## config.mk

```make
export PLATFORM = sky130hd
export DESIGN_NAME = chime_seq
export DESIGN_NICKNAME = d
export VERILOG_FILES = /design/src/rtl/chime_pkg.sv /design/src/rtl/chime_hour_detect.sv /design/src/rtl/chime_alarm_timer.sv /design/src/rtl/chime_temp_report.sv /design/src/rtl/chime_seq.sv
export SDC_FILE = /design/constraint.sdc
export NUM_CORES = 1
export LEC_CHECK = 0
export BUFFER_PORTS_ARGS = -buffer_cell sky130_fd_sc_hd__buf_2
export CAP_MARGIN = 20
export CORE_UTILIZATION = 55
export DETAILED_ROUTE_END_ITERATION = 10
export PLACE_DENSITY = 0.76
export SLEW_MARGIN = 25
export SYNTH_ARGS = -nofsm -noshare
export SYNTH_HDL_FRONTEND = slang
export SYNTH_HIERARCHICAL = 1
export SYNTH_SLANG_ARGS = --single-unit
```

## constraint.sdc

```tcl
create_clock -name clk_i -period 7.65 [get_ports clk_i]
set_input_delay 1.9125 -clock clk_i [delete_from_list [all_inputs] [get_ports clk_i]]
set_output_delay 1.9125 -clock clk_i [all_outputs]
set_load 0.01 [all_outputs]
```

## src/rtl/chime_pkg.sv

```systemverilog
package chime_pkg;

    typedef enum logic [1:0] {
        SEQ_IDLE = 2'd0,
        SEQ_LOAD = 2'd1,
        SEQ_PLAY = 2'd2
    } seq_state_e;

    localparam logic [7:0] ASCII_ZERO = 8'h30;
    localparam logic [7:0] ASCII_DOT  = 8'h2E;
    localparam logic [7:0] ASCII_CR   = 8'h0D;
    localparam logic [7:0] ASCII_LF   = 8'h0A;
    localparam logic [7:0] NOTE_END   = 8'h00;
    localparam int         REPORT_LEN = 6;

endpackage

```

## src/rtl/chime_hour_detect.sv

```systemverilog
module chime_hour_detect (
    input  logic       clk_i,
    input  logic       rst_ni,
    input  logic       enable_i,
    input  logic [7:0] min_i,
    output logic       fire_o,
    output logic       pulse_o
);

    typedef struct packed {
        logic [7:0] min;
        logic       pulse;
    } det_t;

    det_t det_d, det_q;

    assign fire_o = enable_i && (min_i == 8'h00) && (det_q.min != 8'h00);

    always_comb begin
        det_d       = det_q;
        det_d.min   = min_i;
        det_d.pulse = fire_o;
    end

    always_ff @(posedge clk_i or negedge rst_ni) begin
        if (!rst_ni) det_q <= '0;
        else         det_q <= det_d;
    end

    assign pulse_o = det_q.pulse;


    pulse_single_chk: assert property (@(posedge clk_i) disable iff (!rst_ni)
        pulse_o |=> !pulse_o);


    pulse_cause_chk: assert property (@(posedge clk_i) disable iff (!rst_ni)
        pulse_o |-> ($past(min_i) == 8'h00));

endmodule

```

## src/rtl/chime_alarm_timer.sv

```systemverilog
module chime_alarm_timer #(
    parameter int CLKS_PER_SEC = 50_000_000,
    parameter int ALARM_SECS   = 30
) (
    input  logic clk_i,
    input  logic rst_ni,
    input  logic start_i,
    input  logic cut_i,
    output logic active_o
);

    localparam int CYC_W = $clog2(CLKS_PER_SEC);
    localparam int SEC_W = $clog2(ALARM_SECS);

    typedef struct packed {
        logic             active;
        logic [CYC_W-1:0] cyc;
        logic [SEC_W-1:0] sec;
    } alm_t;

    alm_t alm_d, alm_q;

    always_comb begin
        alm_d = alm_q;
        if (start_i) begin
            alm_d.active = 1'b1;
            alm_d.cyc    = '0;
            alm_d.sec    = '0;
        end else if (cut_i) begin
            alm_d.active = 1'b0;
        end else if (alm_q.active) begin
            if (alm_q.cyc == CYC_W'(CLKS_PER_SEC - 1)) begin
                alm_d.cyc = '0;
                if (alm_q.sec == SEC_W'(ALARM_SECS - 1)) alm_d.active = 1'b0;
                else                                       alm_d.sec    = alm_q.sec + 1'b1;
            end else begin
                alm_d.cyc = alm_q.cyc + 1'b1;
            end
        end
    end

    always_ff @(posedge clk_i or negedge rst_ni) begin
        if (!rst_ni) alm_q <= '0;
        else         alm_q <= alm_d;
    end

    assign active_o = alm_q.active;


    alarm_rise_chk: assert property (@(posedge clk_i) disable iff (!rst_ni)
        $rose(active_o) |-> $past(start_i));


    alarm_cut_chk: assert property (@(posedge clk_i) disable iff (!rst_ni)
        (cut_i && !start_i) |=> !active_o);

endmodule

```

## src/rtl/chime_temp_report.sv

```systemverilog
module chime_temp_report
    import chime_pkg::*;
(
    input  logic        clk_i,
    input  logic        rst_ni,
    input  logic        fire_i,
    input  logic [11:0] temp_i,
    input  logic        tx_ready_i,
    output logic        tx_valid_o,
    output logic [7:0]  tx_data_o
);

    localparam int IDX_W = $clog2(REPORT_LEN);

    typedef struct packed {
        logic             busy;
        logic [IDX_W-1:0] idx;
        logic [11:0]      digits;
    } rep_t;

    rep_t rep_d, rep_q;

    function automatic logic [7:0] frame_byte(input logic [IDX_W-1:0] idx,
                                              input logic [11:0]      dg);
        logic [7:0] b;
        case (idx)
            IDX_W'(0): b = ASCII_ZERO + {4'h0, dg[11:8]};
            IDX_W'(1): b = ASCII_ZERO + {4'h0, dg[7:4]};
            IDX_W'(2): b = ASCII_DOT;
            IDX_W'(3): b = ASCII_ZERO + {4'h0, dg[3:0]};
            IDX_W'(4): b = ASCII_CR;
            default:   b = ASCII_LF;
        endcase
        return b;
    endfunction

    always_comb begin
        rep_d = rep_q;
        if (!rep_q.busy && fire_i) begin
            rep_d.busy   = 1'b1;
            rep_d.idx    = '0;
            rep_d.digits = temp_i;
        end else if (rep_q.busy && tx_ready_i) begin
            if (rep_q.idx == IDX_W'(REPORT_LEN - 1)) begin
                rep_d.busy = 1'b0;
                rep_d.idx  = '0;
            end else begin
                rep_d.idx = rep_q.idx + 1'b1;
            end
        end
    end

    always_ff @(posedge clk_i or negedge rst_ni) begin
        if (!rst_ni) rep_q <= '0;
        else         rep_q <= rep_d;
    end

    assign tx_valid_o = rep_q.busy;
    assign tx_data_o  = frame_byte(rep_q.idx, rep_q.digits);


    tx_hold_chk: assert property (@(posedge clk_i) disable iff (!rst_ni)
        (tx_valid_o && !tx_ready_i) |=> (tx_valid_o && $stable(tx_data_o)));


    frame_tail_chk: assert property (@(posedge clk_i) disable iff (!rst_ni)
        (tx_valid_o && tx_ready_i && tx_data_o == ASCII_LF) |=> !tx_valid_o);

endmodule

```

## src/rtl/chime_seq.sv

```systemverilog
module chime_seq
    import chime_pkg::*;
#(
    parameter  int CLKS_PER_SEC = 50_000_000,
    parameter  int ALARM_SECS   = 30,
    parameter  int MAX_NOTES    = 40,
    parameter  int GAP_CYCLES   = 5_000_000,
    localparam int ADDR_W       = $clog2(MAX_NOTES),
    localparam int CNT_W        = $clog2(MAX_NOTES + 1)
) (
    input  logic              clk_i,
    input  logic              rst_ni,
    input  logic [7:0]        hour_bcd_i,
    input  logic [7:0]        min_bcd_i,
    input  logic [11:0]       temp_bcd_i,
    input  logic              rx_valid_i,
    input  logic [7:0]        rx_data_i,
    input  logic              tx_ready_i,
    input  logic              play_done_i,
    output logic              hour_pulse_o,
    output logic              alarm_on_o,
    output logic              tx_valid_o,
    output logic [7:0]        tx_data_o,
    output logic              note_we_o,
    output logic [ADDR_W-1:0] note_addr_o,
    output logic [7:0]        note_data_o,
    output logic              clip_start_o,
    output logic [CNT_W-1:0]  clip_len_o,
    output logic              freeze_o,
    output logic [15:0]       disp_time_o,
    output logic [11:0]       disp_temp_o
);

    localparam int GAP_W = $clog2(GAP_CYCLES);

    typedef struct packed {
        seq_state_e        state;
        logic [CNT_W-1:0]  cnt;
        logic [GAP_W-1:0]  gap;
        logic              we;
        logic [ADDR_W-1:0] addr;
        logic [7:0]        wdata;
        logic              start;
        logic [CNT_W-1:0]  len;
        logic              freeze;
        logic [15:0]       hold_time;
        logic [11:0]       hold_temp;
    } seq_t;

    seq_t seq_d, seq_q;

    logic is_idle;
    logic rx_open;
    logic hour_fire;
    logic done_rx;

    assign is_idle = (seq_q.state == SEQ_IDLE);
    assign rx_open = is_idle && rx_valid_i && (rx_data_i != NOTE_END);

    chime_hour_detect i_detect (
        .clk_i    (clk_i),
        .rst_ni   (rst_ni),
        .enable_i (is_idle),
        .min_i    (min_bcd_i),
        .fire_o   (hour_fire),
        .pulse_o  (hour_pulse_o)
    );

    chime_alarm_timer #(
        .CLKS_PER_SEC (CLKS_PER_SEC),
        .ALARM_SECS   (ALARM_SECS)
    ) i_alarm (
        .clk_i    (clk_i),
        .rst_ni   (rst_ni),
        .start_i  (hour_fire && !rx_open),
        .cut_i    (rx_open),
        .active_o (alarm_on_o)
    );

    chime_temp_report i_report (
        .clk_i      (clk_i),
        .rst_ni     (rst_ni),
        .fire_i     (hour_fire),
        .temp_i     (temp_bcd_i),
        .tx_ready_i (tx_ready_i),
        .tx_valid_o (tx_valid_o),
        .tx_data_o  (tx_data_o)
    );

    always_comb begin
        seq_d       = seq_q;
        seq_d.we    = 1'b0;
        seq_d.start = 1'b0;
        done_rx     = 1'b0;
        case (seq_q.state)
            SEQ_IDLE: begin
                if (rx_open) begin
                    seq_d.we    = 1'b1;
                    seq_d.addr  = '0;
                    seq_d.wdata = rx_data_i;
                    seq_d.cnt   = CNT_W'(1);
                    seq_d.gap   = '0;
                    seq_d.state = SEQ_LOAD;
                end
            end
            SEQ_LOAD: begin
                if (rx_valid_i) begin
                    seq_d.gap = '0;
                    if (rx_data_i == NOTE_END) begin
                        done_rx = 1'b1;
                    end else begin
                        seq_d.we    = 1'b1;
                        seq_d.addr  = seq_q.cnt[ADDR_W-1:0];
                        seq_d.wdata = rx_data_i;
                        seq_d.cnt   = seq_q.cnt + 1'b1;
                        if (seq_q.cnt == CNT_W'(MAX_NOTES - 1)) done_rx = 1'b1;
                    end
                end else if (seq_q.gap == GAP_W'(GAP_CYCLES - 1)) begin
                    done_rx = 1'b1;
                end else begin
                    seq_d.gap = seq_q.gap + 1'b1;
                end
                if (done_rx) begin
                    seq_d.state     = SEQ_PLAY;
                    seq_d.start     = 1'b1;
                    seq_d.len       = seq_d.cnt;
                    seq_d.freeze    = 1'b1;
                    seq_d.hold_time = {hour_bcd_i, min_bcd_i};
                    seq_d.hold_temp = temp_bcd_i;
                end
            end
            SEQ_PLAY: begin
                if (play_done_i) begin
                    seq_d.state  = SEQ_IDLE;
                    seq_d.freeze = 1'b0;
                end
            end
            default: seq_d.state = SEQ_IDLE;
        endcase
    end

    always_ff @(posedge clk_i or negedge rst_ni) begin
        if (!rst_ni) seq_q <= '0;
        else         seq_q <= seq_d;
    end

    assign note_we_o    = seq_q.we;
    assign note_addr_o  = seq_q.addr;
    assign note_data_o  = seq_q.wdata;
    assign clip_start_o = seq_q.start;
    assign clip_len_o   = seq_q.len;
    assign freeze_o     = seq_q.freeze;
    assign disp_time_o  = seq_q.freeze ? seq_q.hold_time : {hour_bcd_i, min_bcd_i};
    assign disp_temp_o  = seq_q.freeze ? seq_q.hold_temp : temp_bcd_i;


    clip_len_range_chk: assert property (@(posedge clk_i) disable iff (!rst_ni)
        clip_start_o |-> (clip_len_o != '0 && int'(clip_len_o) <= MAX_NOTES));


    freeze_rise_chk: assert property (@(posedge clk_i) disable iff (!rst_ni)
        $rose(freeze_o) |-> clip_start_o);


    frozen_hold_chk: assert property (@(posedge clk_i) disable iff (!rst_ni)
        (freeze_o && $past(freeze_o)) |-> ($stable(disp_time_o) && $stable(disp_temp_o)));


    release_chk: assert property (@(posedge clk_i) disable iff (!rst_ni)
        (freeze_o && play_done_i) |=> !freeze_o);


    no_pulse_frozen_chk: assert property (@(posedge clk_i) disable iff (!rst_ni)
        freeze_o |-> !hour_pulse_o);

endmodule

```

==> metrics.txt, run 1 <==
outcome=finished clean; full die area=~14,000 um^2; number of global-route vias before repair=about 5,800; synthesis-to-layout area growth=12.6%; Worst Skew=0.00748 ns; most frequent cells after synthesis=dfrtp_1 (139), nor2_1 (47), mux2_2 (45); initial antenna violation count=0; CP endpoint kind=register; Slew headroom=between 40% and 50%; Fin Setup TNS=0 ns; worst slack at placement=about 2.2 ns; Clock Path Buffers=2; clock slew at reported path FFs=about 0.060 ns; Initial DRC Count=between 400 and 500; Period Utilization, post-route=roughly two thirds; met3 GRT Util=under 10%; Die Y-Extent=between 100 and 150 um; n_diodes=0; worst hold slack=between 0.4 and 0.5 ns; main area contributors after synthesis=dfrtp_1 (46%), mux2_4 (7.0%), mux2_2 (6.7%), o31ai_1 (2.6%), o21ai_0 (2.4%); core box area=between 10,000 and 15,000 um^2; Static Leak=0.00391 uW; post-synthesis sequential area ratio=between 40% and 50%; worst hold-check path type=reg -> reg; Crit. Startpoint=rx_data_i[0]; worst r2r src=seq_q[80]$_DFFE_PN0P_; post-synthesis register bit count=139; first-pass GRT wire length=roughly 28,000 um; largest net degree at the start of global routing=84; Final Setup Violations=0; actual slew at the worst max-slew pin=between 0.8 and 0.9 ns; GRT Total Usage=24.6%; total global routing overflow=0; I/O pins=about 100; Main synth FF type=dfrtp_1; WL/cell=17.5 um; max incr delay on CP=~0.72 ns; detailed-router iteration count before antenna repair=5; Setup Fix Bufs, Post-CTS=0; Worst EP required=slightly below 8 ns; RSZ-0062 raised after global routing=false; Final nets=around 800; share of layout cells above drive strength 1=roughly a third; Worst Reg-to-Reg Cells=10; CP max FO=11; slowest CP cell=a2111oi_2; latest clock arrival within the worst-skew pair=between 0.4 and 0.5 ns; Max-cap violations=0; initial core utilization=between 50% and 60%; routability congestion estimate=roughly 0.86; Gate Count Post-Synth=686; WL final=16,400 um; Post-synth EDFFs=0; Finished Cell Area=between 8000 and 9000 um^2; H-Tree Depth=4; synth unique cells=74; Total Power=2180 uW; DP HPWL=11,100 um; DR vias/cell=between 5 and 6; Final Hold Vio Count=0; placed cell area=7890 um^2; Rows=42; P per Cell Area=about 260 nW/um^2; crit path capture=i_alarm/alm_q[22]$_DFFE_PN0P_; cts hold-fix bufs=0; post-route setup slack=between 2 and 3 ns; TritonCTS Buffers=17; Die X=about 120 um; Mapped Avg Cell Area=11.0 um^2; Max Freq=roughly 200 MHz; post-synth top area share=between 40% and 50%; post-CTS sizing=0; PortBufs=100; count leader, synth=dfrtp_1; ys async rst share=100%; met1 GRT Util=32.7%; fin crit period=4.98 ns; DRC Markers=0; CTS root buf=clkbuf_16; vias=around 5,600; Ys Warns=6; dominant cell type by area after synthesis=dfrtp_1; worst path cell trace=buf_2, or4_1, o21ai_0, nor2_1, nor2b_1, inv_1, a2111oi_2, nand4_1, xor2_1, nor2_1; crit path DAT=about 5.3 ns; busiest grt layer=met2; FF-to-FF End=i_alarm/alm_q[22]$_DFFE_PN0P_; Worst Setup Start Kind=input pin; Max VDD drop=between 150 and 200 uV; clk sink count=about 140; CTS tree=yes; R2R setup slack=approximately 4 ns; Final ANT Viol Nets=0; most used cell, CP=nor2_1; grt met2 use=a little under two fifths; CP Class=in -> reg; fin. max-slew vios=0; Mapped Area=around 7500 um^2
[power by group]
group | switching (uW) | leakage, uW | internal, uW
registers | 85.9 | 0.00187 | 820
clock network | 330 | 0.000263 | 451
logic | 275 | 0.00178 | 221
total | 691 | 0.00391 | 1490
[cells in the final DEF (no fill, tap or decap), types with 9 or more instances in the layout]
master / n
a21oi_1: 15
a31oi_1: 13
buf_2: 99
clkbuf_16: 17
dfrtp_1: 139
ha_1: 11
inv_1: 16
mux2_2: 45
mux2_4: 35
nand2_1: 42
nand2b_1: 9
nand3_1: 27
nand4_1: 16
nor2_1: 47
nor4_1: 14
o21ai_0: 35
o31ai_1: 26
xnor2_1: 15
xor2_1: 10
[sequential cells by signal (all words and copies together), names as in the netlist]
register and flops:
i_detect/det_q 8, seq_q 59, i_report/rep_q 15, i_alarm/alm_q 31
note_data_o 8, i_report/tx_valid_o 1, freeze_o 1, i_alarm/active_o 1
clip_start_o 1, clip_len_o 6, note_we_o 1, note_addr_o 6
i_detect/pulse_o 1
[metal layers]
| metal | share of wire [%] | vias to the layer above |
|---|---|---|
| met1 | 45 | 2718 |
| met3 | 5.5 | 33 |
| met2 | 47 | 187 |
| met5 | 0 | - |
| li1 | - | 2623 |
| met4 | 2.1 | 0 |
[worst min-delay path by stage]
stage,start,to,slack (ns),depth (start not counted)
after floorplan,note_addr_o[0]$_DFFE_PN0P_,note_addr_o[0]$_DFFE_PN0P_,0.45,2
after global placement,note_addr_o[0]$_DFFE_PN0P_,note_addr_o[0]$_DFFE_PN0P_,0.47,2
final,note_addr_o[5]$_DFFE_PN0P_,note_addr_o[5]$_DFFE_PN0P_,0.49,1
after global routing,note_addr_o[3]$_DFFE_PN0P_,note_addr_o[3]$_DFFE_PN0P_,0.51,1
after detailed placement,note_addr_o[5]$_DFFE_PN0P_,note_addr_o[5]$_DFFE_PN0P_,0.48,1
after CTS,note_addr_o[5]$_DFFE_PN0P_,note_addr_o[5]$_DFFE_PN0P_,0.49,1
[cells by family (layout without fill, tap and decap cells)]
kind of cell	Yosys count	count (layout)	synth area share [%]
AND/OR/NAND/NOR	216	216	16.1
AO/OA/AOI/OAI	134	134	12.2
adder cells (fa/ha/maj)	12	12	1.98
XOR/XNOR	25	25	2.91
buffers and inverters	74	152	6.06
multiplexers	85	85	14.4
other	1	2	0.0499
flip-flops	139	139	46.3
[per-stage QoR]
stage,cells,util (%)
finish,941,63.6
global route,941,63.6
CTS,941,63.6
detailed placement,909,59.3
global placement,909,59.3
floorplan,687,-
[worst max-delay path, delay by kind of cell]
| family | cells | cell delay, ns |
|---|---|---|
| buffers and inverters | 2 | 0.33 |
| AND/OR/NAND/NOR | 5 | 1.63 |
| AO/OA/AOI/OAI | 2 | 1.21 |
| XOR/XNOR | 1 | 0.17 |
[area by class of cell]
cell class              instances  area [um^2]
well taps                     176          220
inverters                      16         60.1
fillers                      1017         4830
clock buffers                  17          425
clock inverters                15          139
multi-input cells             474         3600
repair buffers                104          537
flip-flops and latches        139         3480
No activity file was read; power rests on OpenSTA's default activity.
==> run 2, diff against run 1 <==
Settings changed: CORE_UTILIZATION 55 to 52, PLACE_DENSITY 0.76 to 0.75.
Clock period 7.65 ns to 4.4 ns, I/O delays scaled along.
==> metrics.txt, run 2 (synthesis results as in run 1) <==
clock share of power=37.1% (was 35.8%); DR vias/cell=5.97 (was 5.91); Worst Setup Start Kind=input pin (unchanged); first-pass GRT wire length=26,800 um (was 27,800 um); largest net degree at the start of global routing=85 (was 84); Internal=2700 uW (was 1490 uW); worst hold-check path type=reg -> reg (unchanged); Net Sw Power=1160 uW (was 691 uW); Initial DRC Count=432 (was 427); Die X=122 um (was 119 um); WL final=16,200 um (was 16,400 um); Clock Path Buffers=2 (unchanged); CP endpoint kind=register (unchanged); top flop regs=seq_q (59), i_alarm/alm_q (31), i_report/rep_q (15) (unchanged); Biggest register=seq_q (unchanged); H-Tree Depth=4 (unchanged); TritonCTS Buffers=17 (unchanged); max incr delay on CP=0.78 ns (was 0.72 ns); CP Class=in -> reg (unchanged); share of layout cells above drive strength 1=32.3% (was 32.0%); vias=5,673 (was 5,561); worst hold slack=0.491 ns (was 0.486 ns); Worst Skew=0.0122 ns (was 0.00748 ns); full die area=14,900 um^2 (was 14,100 um^2); PortBufs=100 (unchanged); clock slew at reported path FFs=0.05 ns (was 0.06 ns); Worst EP required=4.68 ns (was 7.94 ns); crit path buf inv count=1 (was 2); RSZ-0062 raised after global routing=false (unchanged); synthesis-to-layout area growth=13.4% (was 12.6%); Crit. Startpoint=rx_data_i[0] (unchanged); Hold Crit Start=note_addr_o[2]$_DFFE_PN0P_ (was note_addr_o[5]$_DFFE_PN0P_); fin. max-slew vios=0 (unchanged); Final nets=809 (was 804); latest clock arrival within the worst-skew pair=0.42 ns (about the same); Max Freq=~260 MHz; Rows=43 (was 42); cts hold-fix bufs=0 (unchanged); CTS root buf=clkbuf_16 (unchanged); Period Utilization, post-route=around 87%; initial antenna violation count=0 (unchanged); combinational power share=22.0% (was 22.7%); Final ANT Viol Nets=0 (unchanged); Post-Layout Cell Count=950 (was 941); Placed Cells incl. Taps=918 (was 909); DRC Markers=0 (unchanged); GRT Total Usage=23.0% (was 24.6%); crit path DAT=4.11 ns (was 5.27 ns); initial core utilization=53.7% (was 56.5%); number of global-route vias before repair=5,563 (was 5,753); I/O pins=103 (unchanged); routability congestion estimate=0.863 (was 0.859); P per Cell Area=453 nW/um^2 (was 258 nW/um^2); WL/cell=17.1 um (was 17.5 um); CP max FO=5 (was 11); worst r2r src=seq_q[80]$_DFFE_PN0P_ (unchanged); Max-cap violations=0 (unchanged); outcome=finished clean (unchanged); commonest non-fill, non-tap cell in the layout=dfrtp_1 (unchanged); worst path cell trace=buf_2, or4_1, o21ai_0, nor2_1, nand2b_1, a2111oi_0, nand4_1, xor2_1, nor2_1 (was buf_2, or4_1, o21ai_0, nor2_1, nor2b_1, inv_1, a2111oi_2, nand4_1, xor2_1, nor2_1); detailed-router iteration count before antenna repair=4 (was 5); number of flip-flops under the largest register name=59 (unchanged); n_diodes=0 (unchanged); Slew headroom=41.4% (was 40.2%); most used cell, CP=nor2_1 (unchanged); R2R setup slack=1.35 ns (was 3.91 ns); Static Leak=0.00397 uW (was 0.00391 uW); Final Setup Violations=0 (unchanged); DP HPWL=11,100 um (about the same); placed cell area=7920 um^2 (was 7890 um^2); clk sink count=139 (unchanged); total global routing overflow=0 (unchanged); Setup Fix Bufs, Post-CTS=0 (unchanged); slowest CP cell=a2111oi_0 (was a2111oi_2); Die Y-Extent=122 um (was 119 um); most frequent cells in the layout=dfrtp_1 (138), buf_2 (99), nor2_1 (47) (was dfrtp_1 (139), buf_2 (99), nor2_1 (47)); Fin Setup TNS=0 ns (unchanged); CTS tree=yes (unchanged); actual slew at the worst max-slew pin=0.875 ns (was 0.893 ns); CP delay by family, top=simple AND/OR/NAND/NOR gates (unchanged); Sw Share=30.0% (was 31.7%); Total Power=3860 uW (was 2180 uW); post-CTS sizing=0 (unchanged); Max VDD drop=320 uV (was 177 uV); core box area=14,000 um^2 (was 13,300 um^2); Finished Cell Area=8520 um^2 (was 8460 um^2); Final Hold Vio Count=0 (unchanged); fin crit period=3.83 ns; sequential share of power=41.0% (was 41.5%)
==> run 2: cell types whose count changed in the layout (fill, tap and decap cells not counted), sizes merged <==
cell	change
clkbuf	+4
inv	-4
clkinvlp	-2
bufinv	+1
buf	+5
clkinv	+1
==> run 2: power groups by stage <==
stage / registers, uW / logic [uW] / clock network, uW
after floorplan: 1520 / 698 / 0
after global placement: 1580 / 811 / 0
after detailed placement: 1600 / 842 / 0
after CTS: 1580 / 852 / 1460
after global routing: 1600 / 936 / 1520
final: 1580 / 848 / 1430
==> run 2: path summary, 6_finish.rpt <==
kind	cells after the start	to
max	9	i_alarm/alm_q[19]$_DFFE_PN0P_
min	1	note_addr_o[2]$_DFFE_PN0P_
max reg2reg	10	i_alarm/alm_q[19]$_DFFE_PN0P_
min reg2reg	1	note_addr_o[2]$_DFFE_PN0P_
max in group asynchronous	2	i_alarm/alm_q[22]$_DFFE_PN0P_
min in group asynchronous	1	note_addr_o[4]$_DFFE_PN0P_
==> run 2: metrics by stage <==
stage	worst slack (ns)	util, %
final	0.571	60.9
after detailed placement	0.157	56.6
after global placement	0.465	56.6
after CTS	0.594	60.9
after floorplan	0.948	-
after global routing	0.311	60.9
==> run 2: layout make-up <==
type / instances / area (um^2)
Tap cell: 180 / 225
Clock inverter: 11 / 116
Timing Repair Buffer: 109 / 574
Multi-Input combinational cell: 474 / 3580
Clock buffer: 21 / 480
Inverter: 16 / 60.1
Sequential cell: 139 / 3480
Fill cell: 1094 / 5470
==> run 2: metal layers <==
| layer | up-vias | track usage [%] | part of all wire [%] |
|---|---|---|---|
| met3 | 20 | 5.72 | 4.7 |
| met4 | 0 | 8.69 | 1.4 |
| li1 | 2641 | - | - |
| met5 | - | 0 | 0 |
| met2 | 156 | 36.9 | 49 |
| met1 | 2856 | 30.0 | 45 |
==> run 3, diff against run 2 <==
Settings changed: BUFFER_PORTS_ARGS -buffer_cell sky130_fd_sc_hd__buf_2 to -buffer_cell sky130_fd_sc_hd__buf_4, CORE_MARGIN set to 2.
==> metrics.txt, run 3 (synthesis results as in run 1) <==
outcome=finished clean (unchanged); WL final=16,800 um (was 16,200 um); Max-cap violations=0 (unchanged); clk sink count=139 (unchanged); CP Class=in -> reg (unchanged); Rows=43 (unchanged); vias=5,738 (was 5,673); DRC Markers=0 (unchanged); RSZ-0062 raised after global routing=false (unchanged); top routing layer in use=met4 (unchanged); H-Tree Depth=4 (unchanged); Hold Path End=note_addr_o[0]$_DFFE_PN0P_ (was note_addr_o[2]$_DFFE_PN0P_); CTS root buf=clkbuf_16 (unchanged); initial core utilization=53.7% (unchanged); I/O pins=103 (unchanged); fin crit period=3.78 ns (was 3.83 ns); worst hold-check path type=reg -> reg (unchanged); PortBufs=100 (unchanged); Fin Setup TNS=0 ns (unchanged); latest clock arrival within the worst-skew pair=0.42 ns (about the same); CP endpoint kind=register (unchanged); CP max FO=5 (unchanged); GRT Total Usage=22.6% (was 23.0%); share of layout cells above drive strength 1=32.3% (about the same); Max VDD drop=291 uV (was 320 uV); detailed-router iteration count before antenna repair=5 (was 4); Slew headroom=38.2% (was 41.4%); WL/cell=17.7 um (was 17.1 um); full die area=15,400 um^2 (was 14,900 um^2); R2R setup slack=1.42 ns (was 1.35 ns); worst path cell trace=buf_4, or4_1, o21ai_0, nor2_1, nor2b_1, inv_1, a2111oi_0, nand4_1, xor2_1, nor2_1 (was buf_2, or4_1, o21ai_0, nor2_1, nand2b_1, a2111oi_0, nand4_1, xor2_1, nor2_1); Worst EP required=4.69 ns (was 4.68 ns); routability congestion estimate=0.840 (was 0.863); WL met3=837 um (was 764 um); commonest non-fill, non-tap cell in the layout=dfrtp_1 (unchanged); initial antenna violation count=0 (unchanged); met1 WL=7440 um (was 7260 um); Total Power=3960 uW (was 3860 uW); Static Leak=0.00404 uW (was 0.00397 uW); Final Setup Violations=0 (unchanged); P per Cell Area=450 nW/um^2 (was 453 nW/um^2); Die Y-Extent=124 um (was 122 um); most frequent cells in the layout=dfrtp_1 (139), buf_4 (108), nor2_1 (47) (was dfrtp_1 (138), buf_2 (99), nor2_1 (47)); synthesis-to-layout area growth=17.1% (was 13.4%); CTS tree=yes (unchanged); max incr delay on CP=0.71 ns (was 0.78 ns); slowest CP cell=a2111oi_0 (unchanged); first-pass GRT wire length=28,800 um (was 26,800 um); FF-to-FF End=i_alarm/alm_q[19]$_DFFE_PN0P_ (unchanged); Hold Crit Start=note_addr_o[0]$_DFFE_PN0P_ (was note_addr_o[2]$_DFFE_PN0P_); fin. max-slew vios=0 (unchanged); Clock Path Buffers=2 (unchanged); clock slew at reported path FFs=0.06 ns (was 0.05 ns); Final ANT Viol Nets=0 (unchanged); Period Utilization, post-route=86.0% (was 87.0%); Worst Reg-to-Reg Cells=10 (unchanged); cts hold-fix bufs=0 (unchanged); Die X=124 um (was 122 um); number of global-route vias before repair=5,730 (was 5,563); largest net degree at the start of global routing=128 (was 85); Worst Setup Start Kind=input pin (unchanged); post-CTS sizing=0 (unchanged); Setup Fix Bufs, Post-CTS=0 (unchanged); top flop regs=seq_q (59), i_alarm/alm_q (31), i_report/rep_q (15) (unchanged); Final Hold Vio Count=0 (unchanged); Post-Layout Cell Count=951 (was 950); routed wl met2=8280 um (was 7970 um); worst hold slack=0.491 ns (about the same); most used cell, CP=nor2_1 (unchanged); Initial DRC Count=606 (was 432); DP HPWL=11,300 um (was 11,100 um); number of flip-flops under the largest register name=59 (unchanged); Final Util=62.9% (was 60.9%); Final nets=810 (was 809); DR vias/cell=6.03 (was 5.97); core box area=14,000 um^2 (unchanged); Worst Skew=0.00660 ns (was 0.0122 ns); TritonCTS Buffers=17 (unchanged); # fillers=1,067 (was 1,094); total global routing overflow=0 (unchanged); Placed Cells incl. Taps=918 (unchanged); Biggest register=seq_q (unchanged); hold path depth=2 (was 1); n_diodes=0 (unchanged); actual slew at the worst max-slew pin=0.921 ns (was 0.875 ns); crit path DAT=4.07 ns (was 4.11 ns); Max Freq=264 MHz (was 261 MHz); worst r2r src=seq_q[81]$_DFFE_PN0P_ (was seq_q[80]$_DFFE_PN0P_)
-- run 3: worst max-delay path: cells and delay by family --
family | cells | cell delay [ns]
AND/OR/NAND/NOR | 5 | 1.31
XOR/XNOR | 1 | 0.17
buffers and inverters | 2 | 0.23
AO/OA/AOI/OAI | 2 | 1.27
-- run 3: worst max path at each step --
stage / start / to / cells past startpoint
6_report: rx_data_i[0] / i_alarm/alm_q[19]$_DFFE_PN0P_ / 10
5_1_grt: rx_data_i[0] / i_alarm/alm_q[19]$_DFFE_PN0P_ / 10
4_1_cts: rx_data_i[0] / i_alarm/alm_q[19]$_DFFE_PN0P_ / 10
3_5_place_dp: rx_data_i[0] / i_alarm/alm_q[19]$_DFFE_PN0P_ / 10
3_3_place_gp: rx_data_i[0] / i_alarm/alm_q[19]$_DFFE_PN0P_ / 10
2_1_floorplan: rx_data_i[0] / i_alarm/alm_q[19]$_DFFE_PN0P_ / 8
-- run 3: final cells by class --
class | count | area (um^2) | area share (%)
multi-input cells | 474 | 3580 | 40.7
flip-flops and latches | 139 | 3480 | 39.5
repair buffers | 110 | 853 | 9.70
clock buffers | 17 | 425 | 4.83
well taps | 180 | 225 | 2.56
clock inverters | 15 | 174 | 1.98
inverters | 16 | 60.1 | 0.682
-- run 3: through the flow --
stage / cell area (um^2) / worst slack, ns
2_1_floorplan: 7520 / 0.948
3_3_place_gp: 8170 / 0.417
3_5_place_dp: 8170 / 0.167
4_1_cts: 8770 / 0.584
5_1_grt: 8800 / 0.270
6_report: 8800 / 0.617
-- run 3: power by group --
group          internal [uW]  switching [uW]  leakage (uW)
Combinational            459             479       0.00189
Clock                    889             556      0.000281
Sequential              1430             154       0.00187
-- run 3: per-layer routing --
layer / vias to the layer above / track usage [%]
met5: - / 0
met4: 0 / 7.20
met3: 31 / 5.12
met2: 192 / 36.6
met1: 2881 / 30.3
li1: 2634 / -
